File: config.mk
export PLATFORM = sky130hd
export DESIGN_NAME = pdi_pin_ctrl
export DESIGN_NICKNAME = d
export VERILOG_FILES = /design/src/rtl/pdi_pkg.sv /design/src/rtl/pdi_regs.sv /design/src/rtl/pdi_status.sv /design/src/rtl/pdi_pin_fsm.sv /design/src/rtl/pdi_pin_ctrl.sv
export SDC_FILE = /design/constraint.sdc
export NUM_CORES = 1
export LEC_CHECK = 0
export BUFFER_PORTS_ARGS = -buffer_cell sky130_fd_sc_hd__buf_2
export CAP_MARGIN = 20
export CORE_MARGIN = 2
export CORE_UTILIZATION = 45
export DETAILED_ROUTE_END_ITERATION = 10
export PLACE_DENSITY_LB_ADDON = 0.2
export SETUP_SLACK_MARGIN = 0.02
export SYNTH_ARGS = -nofsm -noshare
export SYNTH_HDL_FRONTEND = slang
export SYNTH_SLANG_ARGS = --single-unit
File: constraint.sdc
create_clock -name clk -period 2.3 [get_ports clk]
set_clock_uncertainty 0.2 [all_clocks]
set_input_delay 0.345 -clock clk [delete_from_list [all_inputs] [get_ports clk]]
set_output_delay 0.345 -clock clk [all_outputs]
set_load 0.01 [all_outputs]
File: src/rtl/pdi_pkg.sv
package pdi_pkg;

    typedef enum logic [1:0] {
        PIN_SENSE = 2'd0,
        PIN_QUIET = 2'd1,
        PIN_ALERT = 2'd2
    } pin_mode_e;

endpackage

File: src/rtl/pdi_regs.sv
module pdi_regs #(
    parameter int AW     = 5,
    parameter int DW     = 16,
    parameter int NSRC   = 8,
    parameter int A_STAT = 19,
    parameter int A_MASK = 18,
    parameter int A_CTRL = 20,
    parameter int B_OE   = 15,
    parameter int B_OEN  = 12,
    parameter int B_POL  = 13
) (
    input  logic            clk,
    input  logic            rst_n,
    input  logic [AW-1:0]   addr,
    input  logic [DW-1:0]   wdata,
    input  logic            wr,
    input  logic            rd,
    input  logic [NSRC-1:0] status_q,
    output logic [DW-1:0]   rdata,
    output logic [NSRC-1:0] mask_q,
    output logic            drv_en,
    output logic            pol,
    output logic            stat_clr
);

    localparam logic [AW-1:0] ADR_STAT = AW'(A_STAT);
    localparam logic [AW-1:0] ADR_MASK = AW'(A_MASK);
    localparam logic [AW-1:0] ADR_CTRL = AW'(A_CTRL);

    logic [DW-1:0] ctrl_q;
    logic [DW-1:0] mask_word_q;

    always_ff @(posedge clk or negedge rst_n) begin
        if (!rst_n) begin
            ctrl_q      <= '0;
            mask_word_q <= '0;
        end else if (wr) begin
            if (addr == ADR_CTRL) ctrl_q      <= wdata;
            if (addr == ADR_MASK) mask_word_q <= wdata;
        end
    end

    assign mask_q   = mask_word_q[NSRC-1:0];
    assign drv_en   = ctrl_q[B_OE] && !ctrl_q[B_OEN];
    assign pol      = ctrl_q[B_POL];
    assign stat_clr = rd && (addr == ADR_STAT);

    always_comb begin
        rdata = '0;
        unique case (addr)
            ADR_STAT: rdata[NSRC-1:0] = status_q;
            ADR_MASK: rdata[NSRC-1:0] = mask_word_q[NSRC-1:0];
            ADR_CTRL: rdata = ctrl_q;
            default:  rdata = '0;
        endcase
    end

    AST_CTRL_HELD: assert property (@(posedge clk) disable iff (!rst_n)
        !wr |=> $stable(ctrl_q));

endmodule

File: src/rtl/pdi_status.sv
module pdi_status #(
    parameter int NSRC = 8
) (
    input  logic            clk,
    input  logic            rst_n,
    input  logic [NSRC-1:0] evt,
    input  logic [NSRC-1:0] mask,
    input  logic            clr,
    output logic [NSRC-1:0] status_q,
    output logic            pend_any
);

    logic [NSRC-1:0] hits;
    logic [NSRC-1:0] status_d;

    assign hits = evt & mask;

    always_comb begin
        status_d = clr ? '0 : status_q;
        status_d = status_d | hits;
    end

    always_ff @(posedge clk or negedge rst_n) begin
        if (!rst_n) status_q <= '0;
        else        status_q <= status_d;
    end

    assign pend_any = |((status_q | evt) & mask);

    AST_MASK_GATE: assert property (@(posedge clk) disable iff (!rst_n)
        1'b1 |=> ((status_q & ~$past(status_q) & ~$past(mask)) == '0));

    AST_STICKY: assert property (@(posedge clk) disable iff (!rst_n)
        !clr |=> ((status_q & $past(status_q)) == $past(status_q)));

    AST_CLEAR_ALL: assert property (@(posedge clk) disable iff (!rst_n)
        (clr && (hits == '0)) |=> (status_q == '0));

    AST_KEEP_NEW: assert property (@(posedge clk) disable iff (!rst_n)
        (clr && (hits != '0)) |=> ((status_q & $past(hits)) == $past(hits)));

endmodule

File: src/rtl/pdi_pin_fsm.sv
module pdi_pin_fsm
    import pdi_pkg::*;
#(
    parameter int SYNC = 2
) (
    input  logic clk,
    input  logic rst_n,
    input  logic drv_en,
    input  logic pol,
    input  logic pend_any,
    input  logic pin_in,
    output logic pin_drive,
    output logic pin_oe,
    output logic pdn_req
);

    pin_mode_e       state_q, state_d;
    logic [SYNC-1:0] sync_q;

    always_ff @(posedge clk or negedge rst_n) begin
        if (!rst_n) sync_q <= '1;
        else        sync_q <= {sync_q[SYNC-2:0], pin_in};
    end

    always_comb begin
        state_d = state_q;
        unique case (state_q)
            PIN_SENSE: if (drv_en)    state_d = pend_any ? PIN_ALERT : PIN_QUIET;
            PIN_QUIET: if (!drv_en)   state_d = PIN_SENSE;
                       else if (pend_any)  state_d = PIN_ALERT;
            PIN_ALERT: if (!drv_en)   state_d = PIN_SENSE;
                       else if (!pend_any) state_d = PIN_QUIET;
            default:                  state_d = PIN_SENSE;
        endcase
    end

    always_ff @(posedge clk or negedge rst_n) begin
        if (!rst_n) state_q <= PIN_SENSE;
        else        state_q <= state_d;
    end

    always_comb begin
        pin_oe    = 1'b0;
        pin_drive = 1'b1;
        pdn_req   = 1'b0;
        unique case (state_q)
            PIN_SENSE: begin
                pdn_req = ~sync_q[SYNC-1];
            end
            PIN_QUIET, PIN_ALERT: begin
                pin_oe    = 1'b1;
                pin_drive = pend_any ? pol : ~pol;
            end
            default: begin
                pin_oe = 1'b0;
            end
        endcase
    end

    AST_ENABLE_PATTERN: assert property (@(posedge clk) disable iff (!rst_n)
        !drv_en |=> !pin_oe);

    AST_PDN_BLOCKED: assert property (@(posedge clk) disable iff (!rst_n)
        pin_oe |-> !pdn_req);

    AST_ASSERT_LEVEL: assert property (@(posedge clk) disable iff (!rst_n)
        (pin_oe && pend_any) |-> (pin_drive == pol));

    AST_IDLE_LEVEL: assert property (@(posedge clk) disable iff (!rst_n)
        (pin_oe && !pend_any) |-> (pin_drive != pol));

endmodule

File: src/rtl/pdi_pin_ctrl.sv
module pdi_pin_ctrl #(
    parameter int AW     = 5,
    parameter int DW     = 16,
    parameter int NSRC   = 8,
    parameter int SYNC   = 2,
    parameter int A_STAT = 19,
    parameter int A_MASK = 18,
    parameter int A_CTRL = 20
) (
    input  logic            clk,
    input  logic            rst_n,
    input  logic [NSRC-1:0] evt_i,
    input  logic [AW-1:0]   mgmt_addr,
    input  logic [DW-1:0]   mgmt_wdata,
    input  logic            mgmt_wr,
    input  logic            mgmt_rd,
    output logic [DW-1:0]   mgmt_rdata,
    input  logic            pin_in,
    output logic            pin_drive,
    output logic            pin_oe,
    output logic            pdn_req
);

    logic [NSRC-1:0] status_q;
    logic [NSRC-1:0] mask_q;
    logic            drv_en;
    logic            pol;
    logic            stat_clr;
    logic            pend_any;

    pdi_regs #(
        .AW(AW), .DW(DW), .NSRC(NSRC),
        .A_STAT(A_STAT), .A_MASK(A_MASK), .A_CTRL(A_CTRL),
        .B_OE(15), .B_OEN(12), .B_POL(13)
    ) u_regs (
        .clk(clk), .rst_n(rst_n),
        .addr(mgmt_addr), .wdata(mgmt_wdata),
        .wr(mgmt_wr), .rd(mgmt_rd),
        .status_q(status_q), .rdata(mgmt_rdata),
        .mask_q(mask_q), .drv_en(drv_en), .pol(pol),
        .stat_clr(stat_clr)
    );

    pdi_status #(.NSRC(NSRC)) u_status (
        .clk(clk), .rst_n(rst_n),
        .evt(evt_i), .mask(mask_q), .clr(stat_clr),
        .status_q(status_q), .pend_any(pend_any)
    );

    pdi_pin_fsm #(.SYNC(SYNC)) u_fsm (
        .clk(clk), .rst_n(rst_n),
        .drv_en(drv_en), .pol(pol), .pend_any(pend_any),
        .pin_in(pin_in),
        .pin_drive(pin_drive), .pin_oe(pin_oe), .pdn_req(pdn_req)
    );

endmodule

Yosys cells after proc, flatten, opt, wreduce, memory -nomap -nowiden
Cells that the tools add are included.
{ "word_totals": {"ff_bits": 36, "input_bits": 34, "output_inout_bits": 19, "word_cells": 42} }
{ "op_classes": {"eq_ne": 8, "muxes": 14, "bitwise_logic": 6, "reduce_logical": 9} }
{ "ops": {"columns": ["operator", "n"], "rows": [
  ["8-bit case mux with 3 select lines", 1],
  ["8-bit AND", 2],
  ["8-bit two-way mux", 2],
  ["8-bit OR", 2],
  ["5-bit == test, second input constant", 3],
  ["2-bit two-way mux", 6],
  ["8-bit OR reduction", 1],
  ["3-bit inequality test, second input constant", 2],
  ["2-bit case mux with 3 select lines", 1],
  ["1-bit two-way mux", 4],
  ["2-bit AND reduction", 2],
  ["3-bit AND reduction", 1],
  ["2-bit by 1-bit == test with 1-bit output, second input constant", 1],
  ["2-bit == test, second input constant", 1],
  ["1-bit logical AND", 2],
  ["2-bit logical NOT", 1],
  ["2-bit by 1-bit inequality test with 1-bit output, second input constant", 1],
  ["1-bit NOT", 2],
  ["2-bit OR reduction", 1],
  ["1-bit logical NOT", 1]
]} }

Longest topological paths before layout
Gate-level depths: netlist (run 1).
{ "depth": {"ltp_word": 6, "mapped_depth": 6} }

Hierarchy
Synthesis (run 1) repeated with hierarchy kept, for this count alone.
{ "hier_totals": {"hier_cells": 151, "hier_area_um2": 1796.7} }
{ "by_module_without_submodules": {"columns": ["module", "instances", "cells_per_inst", "area_each_um2"], "rows": [
  ["pdi_regs", 1, 86, 1188.6],
  ["pdi_status", 1, 42, 362.8],
  ["pdi_pin_fsm", 1, 23, 245.2]
]} }

Worst setup path after synthesis (run 1)
OpenSTA, ideal clock, no wires.
{ "synth_path": {"kind": "reg2out", "from": "reg u_status.status_q[4]", "to": "out pin_drive", "arrival_ns": 1.147, "t_required_ns": 1.755, "slack_ns": 0.608, "path_stages_with_launch": 5, "n_path_buf": 0, "cell_sequence": "dfrtp_1 o21ai_0 nand4_1 or3_1 nand3_1"} }
{ "synth_via": {"elab_chain_cells": 5} }
{ "synth_rtl": {"columns": ["element", "line_no", "source"], "rows": [
  ["from (decl)", "pdi_status.sv:9", "output logic [NSRC-1:0] status_q,"],
  ["from (signal assigned)", "pdi_status.sv:25", "else status_q <= status_d;"],
  ["8-bit OR", "pdi_status.sv:28", "assign pend_any = |((status_q | evt) & mask);"],
  ["8-bit AND", "pdi_status.sv:28", null],
  ["8-bit OR reduction", "pdi_status.sv:28", null],
  ["1-bit two-way mux", "pdi_pin_fsm.sv:52", "pin_drive = pend_any ? pol : ~pol;"],
  ["1-bit two-way mux", "pdi_pin_fsm.sv:46", "unique case (state_q)"],
  ["to (decl)", "pdi_pin_ctrl.sv:19", "output logic pin_drive,"]
]} }
No other way between the ends.

Worst setup path in the final report (run 1)
{ "layout_path": {"from": "reg u_status.status_q[0]", "to": "out pin_drive"} }
The elaborated chain is that of the path after synthesis.

==> results of run 1 <==
layer usage:
metal  track usage, %  share of wire, %  routed length [um]
met1             24.8                42                1730
met2             36.4                51                2090
met3             6.00               4.8                 194
met4             7.14               1.6                  66
met5                0                 0                   0
flip-flops by register name, summed over array words and instances, names as in the netlist:
register / flops
u_fsm.state_q: 2
u_regs.mask_word_q: 8
u_regs.ctrl_q: 16
u_status.status_q: 8
u_fsm.sync_q: 2
final timing paths:
kind / start / to / slack, ns / cells after the start
min in group asynchronous: rst_n / u_regs.ctrl_q[9] / 0.48 / 2
worst min register to register: u_fsm.sync_q[0] / u_fsm.sync_q[1] / 0.16 / 0
worst max-delay path: u_status.status_q[0] / pin_drive / 0.12 / 5
worst max register to register: u_status.status_q[0] / u_fsm.state_q[1] / 0.55 / 5
max in group asynchronous: rst_n / u_status.status_q[5] / 0.92 / 2
worst min-delay path: mgmt_wdata[11] / u_regs.ctrl_q[11] / 0.08 / 2
where the power goes:
group | internal (mW) | switching [mW] | total [mW]
sequential | 0.754 | 0.0980 | 0.852
clock | 0.239 | 0.226 | 0.465
combinational | 0.256 | 0.206 | 0.462
total | 1.25 | 0.530 | 1.78
timing repair:
item	in CTS	in global routing
setup buffers	1	3
resized for setup	0	6
hold endpoints to repair	35	0
endpoints found under the setup margin	1	1
cloned	0	0
hold buffers	2	0
pin swaps	1	3
metrics by stage:
stage / setup WS (ns) / total power [mW]
2_1_floorplan: 0.608 / 1.12
3_3_place_gp: 0.280 / 1.25
3_5_place_dp: 0.275 / 1.27
4_1_cts: 0.0216 / 1.76
5_1_grt: 0.0157 / 1.89
6_report: 0.120 / 1.78
cell usage after synthesis (all sizes together):
| cell | number | area share, % |
|---|---|---|
| and4b | 1 | 0.56 |
| buf | 4 | 1.6 |
| mux2i | 8 | 4.5 |
| nand4 | 2 | 0.70 |
| nand4bb | 1 | 0.63 |
| dfstp | 2 | 2.9 |
| o21ai | 17 | 4.7 |
| o2111ai | 1 | 0.49 |
| ha | 4 | 2.8 |
| nand3b | 1 | 0.63 |
| nor2 | 3 | 0.63 |
| a22o | 8 | 3.9 |
| or3 | 1 | 0.35 |
| dfrtp | 34 | 47 |
| inv | 3 | 0.63 |
| and2 | 8 | 2.8 |
| clkbuf | 1 | 0.21 |
| o31ai | 2 | 0.83 |
| or2 | 1 | 0.35 |
| nand3 | 3 | 0.83 |
| o211ai | 3 | 1.3 |
| nand2 | 14 | 3.3 |
| nor2b | 3 | 1.0 |
| mux2 | 24 | 17 |
critical path, delay by kind of cell, from the launching register on:
family,cells,cell delay (ns)
AND/OR/NAND/NOR,3,0.67
flip-flops,1,0.40
AO/OA/AOI/OAI,1,0.15
buffers and inverters,1,0.13
layout make-up:
| cell class | instances | area, um^2 | share of cell area, % |
|---|---|---|---|
| Tap cell | 48 | 60.1 | 2.66 |
| Multi-Input combinational cell | 105 | 856 | 37.9 |
| Clock buffer | 6 | 82.6 | 3.66 |
| Sequential cell | 36 | 903 | 40.0 |
| Timing Repair Buffer | 61 | 333 | 14.8 |
| Inverter | 3 | 11.3 | 0.499 |
| Clock inverter | 2 | 10.0 | 0.444 |
kinds of logic (layout without fill, tap and decap cells):
group,after synthesis,in the layout
adder cells (fa/ha/maj),4,4
multiplexers,32,32
AND/OR/NAND/NOR,38,38
buffers and inverters,8,72
AO/OA/AOI/OAI,31,31
flip-flops,36,36
==> impl_metrics.csv, run 1 <==
group,metric,value,unit
drt,drt_iter0_drc,28,
placement,postPlaceCellArea,2110,um^2
sta,fin_hold_ws,0.0822,ns
yosys,syn_avg_cell_area,12.1,um^2
sta,setup_viol,0,
yosys,synthAdderAreaFrac,2.78,%
final_layout,fin_nets,250,
final_layout,drive_above_1_share,45.5,%
placement,dp_hpwl,2800,um
final_layout,final_common_cell,"buf_2",
global_routing,grt_pass1_wl,6950,um
final_layout,area_growth,25.4,%
yosys,synth_area,1800,um^2
placement,port_buffers,52,
placement,post-place-cells,247,
yosys,synth-simple-area-share,11.8,%
die,rows,22,
critical_path,critPathLaunchType,"flop",
final_layout,instances_no_fill,261,
global_routing,grt_use_total,20.9,%
cts,cts_tree,"yes",
drt,firstDrtPassIters,4,
die,core_area,3740,um^2
sta,fmax,459,MHz
yosys,synth_warnings,0,
cts,clock_path_buffers,2,
power,max-vdd-ir-drop,0.000448,V
final_layout,final_cell_mix,"buf_2, dfrtp_1, mux2_2, nand2_1, o21ai_0",
die,fp.dieH,67.2,um
status,status,"finished clean",
yosys,synth_cell_type_count,28,
cts,clkTransAtPathRegs,0.07,ns
critical_path,crit_path_max_incr_delay,0.40,ns
placement,gp_congestion,0.769,
sta,rsz0062_at_grt,"false",
yosys,netlist_instances,149,
global_routing,overflow,0,
global_routing,grt_antenna_before_repair,0,
yosys,muxShareOfSynthArea,21.6,%
critical_path,cp.required,1.75,ns
global_routing,grt_start_max_net_pins,37,
power,powerDensity,788,nW/um^2
yosys,synth_top_family_by_area,"multiplexers",
critical_path,cp_max_fo,4,
final_layout,utilization,60.3,%
critical_path,crit_path_top_delay_cell,"dfrtp_1",
cts,root_buffer,"clkbuf_8",
die,io_pins,53,
drt,vias,1386,
drt,drt_wl_total,4080,um
drt,drt.antenna.violating_nets,0,
global_routing,first_global_vias,1488,
die,die_area,4520,um^2
drt,via_per_inst,5.31,
cts,insertion_delay,0.29,ns
yosys,synth_compound_area_share,11.2,%
yosys,synth-seq-area-share,50.2,%
critical_path,cp_cell_sequence,"o21ai_0, nand4_1, or3_1, nand3_1, buf_2",
hold_path,hold_class,"in -> reg",
drt,wl_per_cell,15.6,um
cts,htreeDepth,2,
sta,timing.final.hold_violations,0,
cts,numCtsBuffers,5,
yosys,synthesis.nets,187,
sta,maxSlewHeadroom,47.2,%
sta,min_period,2.18,ns
final_layout,fin_area,2260,um^2
sta,tns,0,ns
die,initial_core_util,48.1,%
critical_path,cp.arrival,1.63,ns
die,die_x,67.2,um
sta,max_slew.worst_pin.slew,0.792,ns
final_layout,n_antenna_cell,0,
yosys,synthXorXnorAreaFrac,0,%
critical_path,worst_setup_path_end_kind,"output port",
run,maxCapViolCount,0,
yosys,ys_ff_latch,36,
final_layout,fill_cells,330,
drt,drcViolationCount,0,
power,leakage,1.17,nW
critical_path,crit_type,"reg -> out",
sta,drv_slew,0,
sta,fin_crit_sh,94.8,%
cts,clkSinkCount,36,
Note: power is estimated with default switching activity, not from simulation.
==> inputs of run 2 (changes only) <==
Settings changed: REMOVE_ABC_BUFFERS set to 1, SKIP_CTS_REPAIR_TIMING set to 1.
==> impl_metrics.csv, run 2 (synthesis results as in run 1) <==
group,metric,value,unit
final_layout,multiInputGateArea,860,um^2
power,power,1.69,mW
sta,max_slew.worst_pin.slew,0.795,ns
cts,clkSinkCount,36,
cts,insertion_delay,0.28,ns
cts,clock_path_buffers,2,
critical_path,r2r_start,"u_status.status_q[1]",
final_layout,reg_top3,"u_regs.ctrl_q (16), u_regs.mask_word_q (8), u_status.status_q (8)",
critical_path,reg2reg_depth,4,
critical_path,critical_path.top_delay_family,"simple AND/OR/NAND/NOR gates",
sta,tns,0,ns
critical_path,cp.required,1.75,ns
critical_path,reg2reg_slack,0.69,ns
power,clkPwrFrac,24.8,%
drt,drt_iter0_drc,78,
drt,via_per_inst,5.29,
final_layout,fin_nets,246,
critical_path,worst_setup_path_end_kind,"output port",
global_routing,grt_antenna_before_repair,0,
power,pwr-share-comb,24.9,%
sta,fin_crit_sh,95.9,%
final_layout,final_common_cell,"buf_2",
die,rows,22,
global_routing,first_global_vias,1405,
power,seqPwrFrac,50.3,%
drt,firstDrtPassIters,4,
run,maxCapViolCount,0,
global_routing,grt_start_max_net_pins,37,
critical_path,crit_path_top_delay_cell,"or3_1",
power,powerDensity,762,nW/um^2
cts,clkTransAtPathRegs,0.07,ns
sta,timing.final.hold_violations,0,
critical_path,crit_path_max_incr_delay,0.41,ns
sta,rsz0062_at_grt,"true",
sta,fmax,453,MHz
power,leakage,1.15,nW
die,fp.dieH,67.2,um
final_layout,fin_area,2220,um^2
global_routing,grt_use_total,18.8,%
critical_path,r2r-end,"u_fsm.state_q[0]",
final_layout,largest_register_ffs,16,
placement,dp_hpwl,2810,um
critical_path,critPathBufInv,1,
sta,drv_slew,0,
final_layout,area_growth,23.3,%
power,max-vdd-ir-drop,0.000459,V
drt,drt_wl_total,3850,um
die,core_area,3740,um^2
drt,drcViolationCount,0,
sta,maxSlewHeadroom,47.0,%
global_routing,grt_pass1_wl,6280,um
critical_path,cp-endpoint,"pin_drive",
critical_path,critPathLaunchType,"flop",
cts,numCtsBuffers,5,
die,die_x,67.2,um
critical_path,cp_num_cells,5,
cts,root_buffer,"clkbuf_8",
critical_path,crit_type,"reg -> out",
sta,setup_ws,0.0938,ns
sta,min_period,2.21,ns
drt,vias,1360,
die,io_pins,53,
placement,pre_cts_ws,0.226,ns
critical_path,cp_cell_sequence,"o21ai_1, nand4_1, or3_1, nand3_1, buf_2",
power,power_switching,0.495,mW
sta,setup_viol,0,
global_routing,overflow,0,
hold_path,hold_class,"in -> reg",
placement,postPlaceCellArea,2110,um^2
drt,drt.antenna.violating_nets,0,
status,status,"finished clean",
final_layout,instances_no_fill,257,
critical_path,cp_max_fo,5,
critical_path,cp.arrival,1.66,ns
final_layout,regArea,903,um^2
placement,post-place-cells,247,
placement,gp_congestion,0.802,
critical_path,startpoint,"u_status.status_q[4]",
final_layout,final_cell_mix,"buf_2, dfrtp_1, mux2_2, nand2_1",
die,initial_core_util,48.1,%
placement,port_buffers,52,
cts,htreeDepth,2,
power,internal_power,1.20,mW
final_layout,n_antenna_cell,0,
power,swShare,29.3,%
final_layout,drive_above_1_share,44.0,%
cts,cts_tree,"yes",
final_layout,largest_register,"u_regs.ctrl_q",
final_layout,fill_cells,342,
drt,wl_per_cell,15.0,um
die,die_area,4520,um^2
run 2: per-stage QoR:
stage / hold slack, ns / util, %
2_1_floorplan: -0.151 / -
3_3_place_gp: 0.150 / 56.4
3_5_place_dp: 0.151 / 56.4
4_1_cts: -0.0421 / 58.5
5_1_grt: 0.0851 / 59.3
6_report: 0.0936 / 59.3
run 2: worst reg2reg max path, cell delays in order, from the launching register on:
cell      delay, ns
dfrtp_1        0.39
o21ai_0        0.16
nand4_1        0.24
or2_2          0.35
o211ai_1       0.18
run 2: power groups by stage:
stage	Clock (mW)	Sequential, mW	Combinational, mW
floorplan	0	0.829	0.290
global placement	0	0.846	0.397
detailed placement	0	0.856	0.416
CTS	0.432	0.844	0.419
global route	0.465	0.868	0.470
finish	0.419	0.850	0.421
run 2: worst min-delay path by stage:
| stage | from | to | slack, ns | cells after the start |
|---|---|---|---|---|
| detailed placement | u_fsm.sync_q[0] | u_fsm.sync_q[1] | 0.15 | 0 |
| floorplan | rst_n | u_fsm.state_q[0] | -0.15 | 0 |
| CTS | pin_in | u_fsm.sync_q[0] | -0.04 | 1 |
| global route | mgmt_wdata[8] | u_regs.ctrl_q[8] | 0.09 | 2 |
| finish | mgmt_wdata[8] | u_regs.ctrl_q[8] | 0.09 | 2 |
| global placement | u_fsm.sync_q[0] | u_fsm.sync_q[1] | 0.15 | 0 |
run 2: routing by layer:
| metal | track usage [%] | wire [um] |
|---|---|---|
| met5 | 0 | 0 |
| met4 | 6.12 | 28 |
| met3 | 5.67 | 145 |
| met2 | 30.3 | 1950 |
| met1 | 24.4 | 1720 |
run 2: area by class of cell:
type / count / share of cell area (%)
multi-input cells: 105 / 38.7
flip-flops and latches: 36 / 40.7
clock inverters: 1 / 0.226
clock buffers: 7 / 3.44
repair buffers: 57 / 13.6
inverters: 3 / 0.508
well taps: 48 / 2.71
